**config.mk**
```make
export PLATFORM = sky130hd
export DESIGN_NAME = modem_ctl_status
export DESIGN_NICKNAME = d
export VERILOG_FILES = /design/src/rtl/modem_pkg.sv /design/src/rtl/modem_sync.sv /design/src/rtl/modem_ctl_reg.sv /design/src/rtl/modem_status_reg.sv /design/src/rtl/modem_ctl_status.sv
export SDC_FILE = /design/constraint.sdc
export NUM_CORES = 1
export LEC_CHECK = 0
export CORE_MARGIN = 2
export CORE_UTILIZATION = 46
export DETAILED_ROUTE_END_ITERATION = 10
export PLACE_DENSITY = 0.81
export SLEW_MARGIN = 40
export SYNTH_ARGS = -nofsm -noshare
export SYNTH_HDL_FRONTEND = slang
export SYNTH_HIERARCHICAL = 1
export SYNTH_SLANG_ARGS = --single-unit
```
**constraint.sdc**
```tcl
create_clock -name clk -period 2.6 [get_ports clk]
set_input_delay 0.26 -clock clk [delete_from_list [all_inputs] [get_ports clk]]
set_output_delay 0.26 -clock clk [all_outputs]
set_load 0.01 [all_outputs]
```
**src/rtl/modem_pkg.sv**
```systemverilog
package modem_pkg;
  localparam int LINE_W = 4;
  localparam int REG_W  = 8;

  typedef logic [LINE_W-1:0] line_vec_t;

  // line vector index = change-flag bit = level bit - LINE_W
  localparam int L_CTS = 0;
  localparam int L_DSR = 1;
  localparam int L_RI  = 2;
  localparam int L_DCD = 3;

  // control byte fields
  localparam int C_DTR  = 0;
  localparam int C_RTS  = 1;
  localparam int C_AUX1 = 2;
  localparam int C_AUX2 = 3;
  localparam int C_LOOP = 4;

  localparam logic [REG_W-1:0] CTL_MASK = 8'h1F;
  localparam logic [REG_W-1:0] CTL_RST  = 8'h08;
  localparam line_vec_t        LVL_RST  = 4'b1011;  // dcd, dsr, cts high

  // loop-test feedback of control bits onto the status lines
  function automatic line_vec_t loop_map(input logic [REG_W-1:0] c);
    line_vec_t v;
    v[L_DCD] = c[C_AUX2];
    v[L_RI]  = c[C_AUX1];
    v[L_CTS] = c[C_RTS];
    v[L_DSR] = c[C_DTR];
    return v;
  endfunction
endpackage

```
**src/rtl/modem_sync.sv**
```systemverilog
module modem_sync #(
  parameter int               WIDTH   = 4,
  parameter int               STAGES  = 2,
  parameter logic [WIDTH-1:0] RST_VAL = '0
) (
  input  logic             clk,
  input  logic             rst_n,
  input  logic [WIDTH-1:0] d,
  output logic [WIDTH-1:0] q
);
  generate
    for (genvar s = 0; s < STAGES; s++) begin : g_stage
      logic [WIDTH-1:0] r;
      if (s == 0) begin : g_first
        always_ff @(posedge clk or negedge rst_n) begin
          if (!rst_n) r <= RST_VAL;
          else        r <= d;
        end
      end else begin : g_next
        always_ff @(posedge clk or negedge rst_n) begin
          if (!rst_n) r <= RST_VAL;
          else        r <= g_stage[s-1].r;
        end
      end
    end
  endgenerate

  assign q = g_stage[STAGES-1].r;
endmodule

```
**src/rtl/modem_ctl_reg.sv**
```systemverilog
module modem_ctl_reg
  import modem_pkg::*;
(
  input  logic             clk,
  input  logic             rst_n,
  input  logic             wr_en,
  input  logic [REG_W-1:0] wr_data,
  output logic [REG_W-1:0] ctl,
  output logic             loop_on,
  output logic             o_rts,
  output logic             o_dtr,
  output logic             o_aux1,
  output logic             o_aux2
);
  logic [REG_W-1:0] ctl_q;

  always_ff @(posedge clk or negedge rst_n) begin
    if (!rst_n)     ctl_q <= CTL_RST;
    else if (wr_en) ctl_q <= wr_data & CTL_MASK;
  end

  assign ctl     = ctl_q;
  assign loop_on = ctl_q[C_LOOP];
  // handshake outputs parked inactive during loop test
  assign o_dtr   = ctl_q[C_DTR] & ~ctl_q[C_LOOP];
  assign o_rts   = ctl_q[C_RTS] & ~ctl_q[C_LOOP];
  assign o_aux1  = ctl_q[C_AUX1];
  assign o_aux2  = ctl_q[C_AUX2];
endmodule

```
**src/rtl/modem_status_reg.sv**
```systemverilog
module modem_status_reg
  import modem_pkg::*;
(
  input  logic      clk,
  input  logic      rst_n,
  input  line_vec_t src,
  input  logic      clr,
  output line_vec_t levels,
  output line_vec_t deltas
);
  line_vec_t lvl_q, dlt_q, evt;

  generate
    for (genvar i = 0; i < LINE_W; i++) begin : g_evt
      if (i == L_RI) begin : g_trail
        assign evt[i] = lvl_q[i] & ~src[i];
      end else begin : g_any
        assign evt[i] = lvl_q[i] ^ src[i];
      end
    end
  endgenerate

  always_ff @(posedge clk or negedge rst_n) begin
    if (!rst_n) begin
      lvl_q <= LVL_RST;
      dlt_q <= '0;
    end else begin
      lvl_q <= src;
      dlt_q <= (clr ? '0 : dlt_q) | evt;
    end
  end

  assign levels = lvl_q;
  assign deltas = dlt_q;
endmodule

```
**src/rtl/modem_ctl_status.sv**
```systemverilog
module modem_ctl_status
  import modem_pkg::*;
#(
  parameter int SYNC_STAGES = 2
) (
  input  logic       clk,
  input  logic       rst_n,
  input  logic       wr_en,
  input  logic [7:0] wr_data,
  input  logic       rd_en,
  input  logic       rd_sel,
  output logic [7:0] rd_data,
  input  logic       line_cts,
  input  logic       line_dsr,
  input  logic       line_ri,
  input  logic       line_dcd,
  output logic       drv_rts,
  output logic       drv_dtr,
  output logic       drv_aux1,
  output logic       drv_aux2,
  output logic       status_change
);
  line_vec_t        pins, pins_s, src, lvl, dlt;
  logic [REG_W-1:0] mcr_q, msr_q;
  logic             loop_on;

  assign pins[L_CTS] = line_cts;
  assign pins[L_DSR] = line_dsr;
  assign pins[L_RI]  = line_ri;
  assign pins[L_DCD] = line_dcd;

  modem_sync #(.WIDTH(LINE_W), .STAGES(SYNC_STAGES), .RST_VAL(LVL_RST)) u_sync (
    .clk(clk), .rst_n(rst_n), .d(pins), .q(pins_s)
  );

  modem_ctl_reg u_ctl (
    .clk(clk), .rst_n(rst_n), .wr_en(wr_en), .wr_data(wr_data),
    .ctl(mcr_q), .loop_on(loop_on),
    .o_rts(drv_rts), .o_dtr(drv_dtr), .o_aux1(drv_aux1), .o_aux2(drv_aux2)
  );

  assign src = loop_on ? loop_map(mcr_q) : pins_s;

  modem_status_reg u_stat (
    .clk(clk), .rst_n(rst_n), .src(src), .clr(rd_en & rd_sel),
    .levels(lvl), .deltas(dlt)
  );

  assign msr_q         = {lvl, dlt};
  assign rd_data       = rd_sel ? msr_q : mcr_q;
  assign status_change = |dlt;
endmodule

```
* Word-level counts from Yosys, hierarchy flattened *
Index checks and enable logic that the tools add are counted.

cells by class
  bitwise logic cells = 10
  reductions and logical operators = 1
  multiplexer cells = 3

operators with widths
  operator            count
  4-bit two-way mux   2
  8-bit two-way mux   1
  1-bit AND           4
  4-bit OR            1
  4-bit OR reduction  1
  1-bit XOR           3
  1-bit inverter      2

storage, ports and cells
  output and inout port bits = 13
  word-level logic and storage cells = 19
  bits in registers = 21
  input bits = 17

* Logic depth before layout (Yosys ltp) *
  depth in word-level cells = 4
  depth in mapped cells = 4
  mapped depth without buffers = 3

* Hierarchy *
The synthesis kept the hierarchy.

modules (own cells, without submodules)
  module            instances  cells each  sequential area each (sq um)  area each (sq um)
  modem_status_reg  1          20          203.9                         270.3
  modem_ctl_reg     1          19          126.4                         244.0
  modem_sync        1          8           207.7                         207.7
  modem_ctl_status  1          15          0.0                           153.9

* Worst setup path after synthesis *
OpenSTA, ideal clock, no wires.

  path kind = register to output
  start = register u_stat.dlt_q[3] (netlist: u_stat/deltas[3])
  end = output status_change
  path slack = 1.411 ns
  arrival = 0.929 ns
  stages on the path, launching flop included = 2
  required time = 2.340 ns
  buffers on the path = 0
  path through = dfrtp_1 -> or4_1

between the ends
  cells in the longest elaborated chain, start to end = 1

RTL lines
  item                    line                    source
  start, declared         modem_status_reg.sv:11  line_vec_t lvl_q, dlt_q, evt;
  start signal, assigned  modem_status_reg.sv:29  dlt_q <= (clr ? '0 : dlt_q) | evt;
  4-bit OR reduction      modem_ctl_status.sv:51  assign status_change = |dlt;
  end, declared           modem_ctl_status.sv:21  output logic status_change

Every way passes these cells.

* Final worst setup path *
  start = input rd_sel
  end = output rd_data[2]

between the ends
  cells in the longest elaborated chain, start to end = 1

RTL lines
  item               line                    source
  start, declared    modem_ctl_status.sv:11  input logic rd_sel,
  8-bit two-way mux  modem_ctl_status.sv:50  assign rd_data = rd_sel ? msr_q : mcr_q;
  end, declared      modem_ctl_status.sv:12  output logic [7:0] rd_data,

Every way passes these cells.

==> metrics.txt <==
pin count of the biggest net entering global routing 22; simple-gate share of the synthesized area 0.0300; I/O Buffers 26; number of flops mapped to enable cells by yosys 0; placed insts 108; Hold WS 0.358 ns; post-synthesis compound-gate area fraction 0.0243; mux contribution to synthesized area 0.219; critical path endpoint category output pin; Synth Area in XOR/XNOR 0.0300; fmax 0.474 GHz; Post-Layout Cell Count 113; WL final 1.35 mm; final worst-path cycle share 0.811; first-pass GRT wire length 2.23 mm; clock root cell clkbuf_4; Fin. Hold Viols 0; RSZ-0062 raised after global routing no; clock slew at reported path FFs 0.10 ns; wire per inst 11.9 um; synth unique cells 13; Rows 15; Seq/Total Area, Yosys 0.614; initial DRC count 5; worst path arrival time 1.85 ns; Worst Setup Start Kind primary input; post-route setup TNS 0 ns; Detail Placement HPWL 1.01 mm; core area 1760 um2; initial antenna violation count 0; clock latency on the worst-skew pair 0.29 ns; VDD IR-drop max 0.427 mV; post-CTS sizing 0; fin. max-slew vios 0; synth cell count leaders 17 x mux2_2, 11 x dfrtp_1, 10 x dfstp_2; I/O pin count 30; TritonCTS clock tree yes; run status finished clean; vias per cell 4.59; Worst Skew 0.00586 ns; syn avg cell area 14.1 um2; Syn Inst Count 62; area leader, netlist dfrtp_1; crit path buf inv count 2; Total Routing Usage GR 0.146; Tmin final 2.11 ns; Crit path top cell by count clkdlybuf4s50_1; grt total ovfl 0; critical path type in -> out; ys async rst share 1.00; dpl cell area 1120 um2; H-tree levels 1; Ys Warns 6; NumNets Final 106; flip-flop and latch count after synthesis 21; share of cells above drive strength 1 0.352; top-count cell post-synth mux2_2; Synth area leaders dfrtp_1 31%, dfstp_2 30%, mux2_2 22%, buf_4 5.1%, xnor2_1 3.0%; Ant. Diodes 0; CTS Buf Count 3; Post-Synth Adder-Cell Area 0; largest family of logic cells by synthesized area multiplexers; Crit Path Max Fanout 9; PnR Total Power 700 uW; post-CTS setup buffer count 0; worst endpoint required time 2.34 ns; Die Area 2270 um2; clk sinks 21; Top delay family on crit path buffers and inverters; initial core utilization 0.496; antenna-violating nets left 0; Final setup viols 0; worst hold path type reg -> reg; final RePlAce weighted congestion 0.648; Die Y 47.6 um; DRC violations left 0; Final Cell Area 1160 um2; CP max-delay cell clkdlybuf4s50_1; first drt pass iteration count 4; synthesized area 876 um2; PwrDens 606 nW/um2; area share of the largest cell type after synthesis 0.314; CP max stage delay 0.71 ns; top_reg_cell synth dfrtp_1; critical path, cell by cell clkdlybuf4s50_1, mux2_2, clkdlybuf4s50_1; Leakage 0.478 nW; Die Wd 47.6 um; via count 519; CTS Buffer Depth 2; Syn-to-layout area delta 32.0%; Max Cap Viol 0; number of global-route vias before repair 511
-- per-stage QoR --
| step | setup WS [ns] | utilization |
|---|---|---|
| 2_1_floorplan | 1.41 | - |
| 3_3_place_gp | 0.502 | 0.638 |
| 3_5_place_dp | 0.493 | 0.635 |
| 4_1_cts | 0.484 | 0.655 |
| 5_1_grt | 0.451 | 0.655 |
| 6_report | 0.490 | 0.655 |
-- metal layers --
metal / GRT usage / routed length [um] / vias to the layer above
met4: 0.0649 / 11 / 0
met5: 0 / 0 / -
met3: 0.0302 / 103 / 2
li1: - / - / 247
met1: 0.200 / 563 / 247
met2: 0.224 / 671 / 23
-- cells in the final DEF (no fill, tap or decap), types with 2 or more instances in the layout --
cell type | Yosys | final
mux2_2 | 17 | 17
conb_1 | 1 | 3
clkdlybuf4s50_1 | 0 | 25
o21ai_1 | 3 | 3
inv_1 | 5 | 5
clkbuf_4 | 0 | 3
nor2b_1 | 2 | 2
dfstp_2 | 10 | 10
xnor2_1 | 3 | 3
dfrtp_1 | 11 | 11
-- report_power, final --
part / total [mW] / leakage [nW] / internal [mW] / switching, mW
clock: 0.145 / 0.0150 / 0.0595 / 0.0857
sequential: 0.396 / 0.228 / 0.370 / 0.0260
combinational: 0.159 / 0.235 / 0.103 / 0.0566
-- final cells by class --
| type | instances | area (um2) |
|---|---|---|
| inverters | 5 | 18.8 |
| well taps | 25 | 31.3 |
| flip-flops and latches | 21 | 538 |
| multi-input cells | 31 | 277 |
| fillers | 139 | 608 |
| clock buffers | 4 | 26.3 |
| repair buffers | 27 | 265 |
-- logic make-up (layout without fill, tap and decap cells) --
kind of cell    after synthesis  in the layout
flops                        21             21
mux                          17             17
buf+inv                      12             36
compound gates                4              4
simple gates                  4              4
xor+xnor                      3              3
other cells                   1              3
-- flip-flops by register name, indices dropped and copies added, names as in the netlist --
signal and cells:
u_ctl/ctl 5, u_stat/deltas 4, u_stat/levels 4, u_sync/g_stage.r 4
u_sync/q 4
-- repair_timing --
action                                  in CTS  in global routing
endpoints found under the setup margin       0                  0
hold endpoints to repair                    11                  0
hold buffers                                 1                  0
-- worst paths after layout --
| kind | start | endpoint | depth (start not counted) | slack [ns] |
|---|---|---|---|---|
| setup / recovery | rd_sel | rd_data[2] | 3 | 0.49 |
| hold / removal | u_sync/g_stage[0].r[2] | u_sync/q[2] | 0 | 0.36 |
| setup reg to reg | u_ctl/ctl[4] | u_stat/deltas[0] | 3 | 1.31 |
| hold reg to reg | u_sync/g_stage[0].r[2] | u_sync/q[2] | 0 | 0.36 |
| max in group asynchronous | rst_n | u_stat/levels[3] | 2 | 1.82 |
| min in group asynchronous | rst_n | u_ctl/ctl[0] | 2 | 0.44 |
Power figures use the tool's default switching activity.
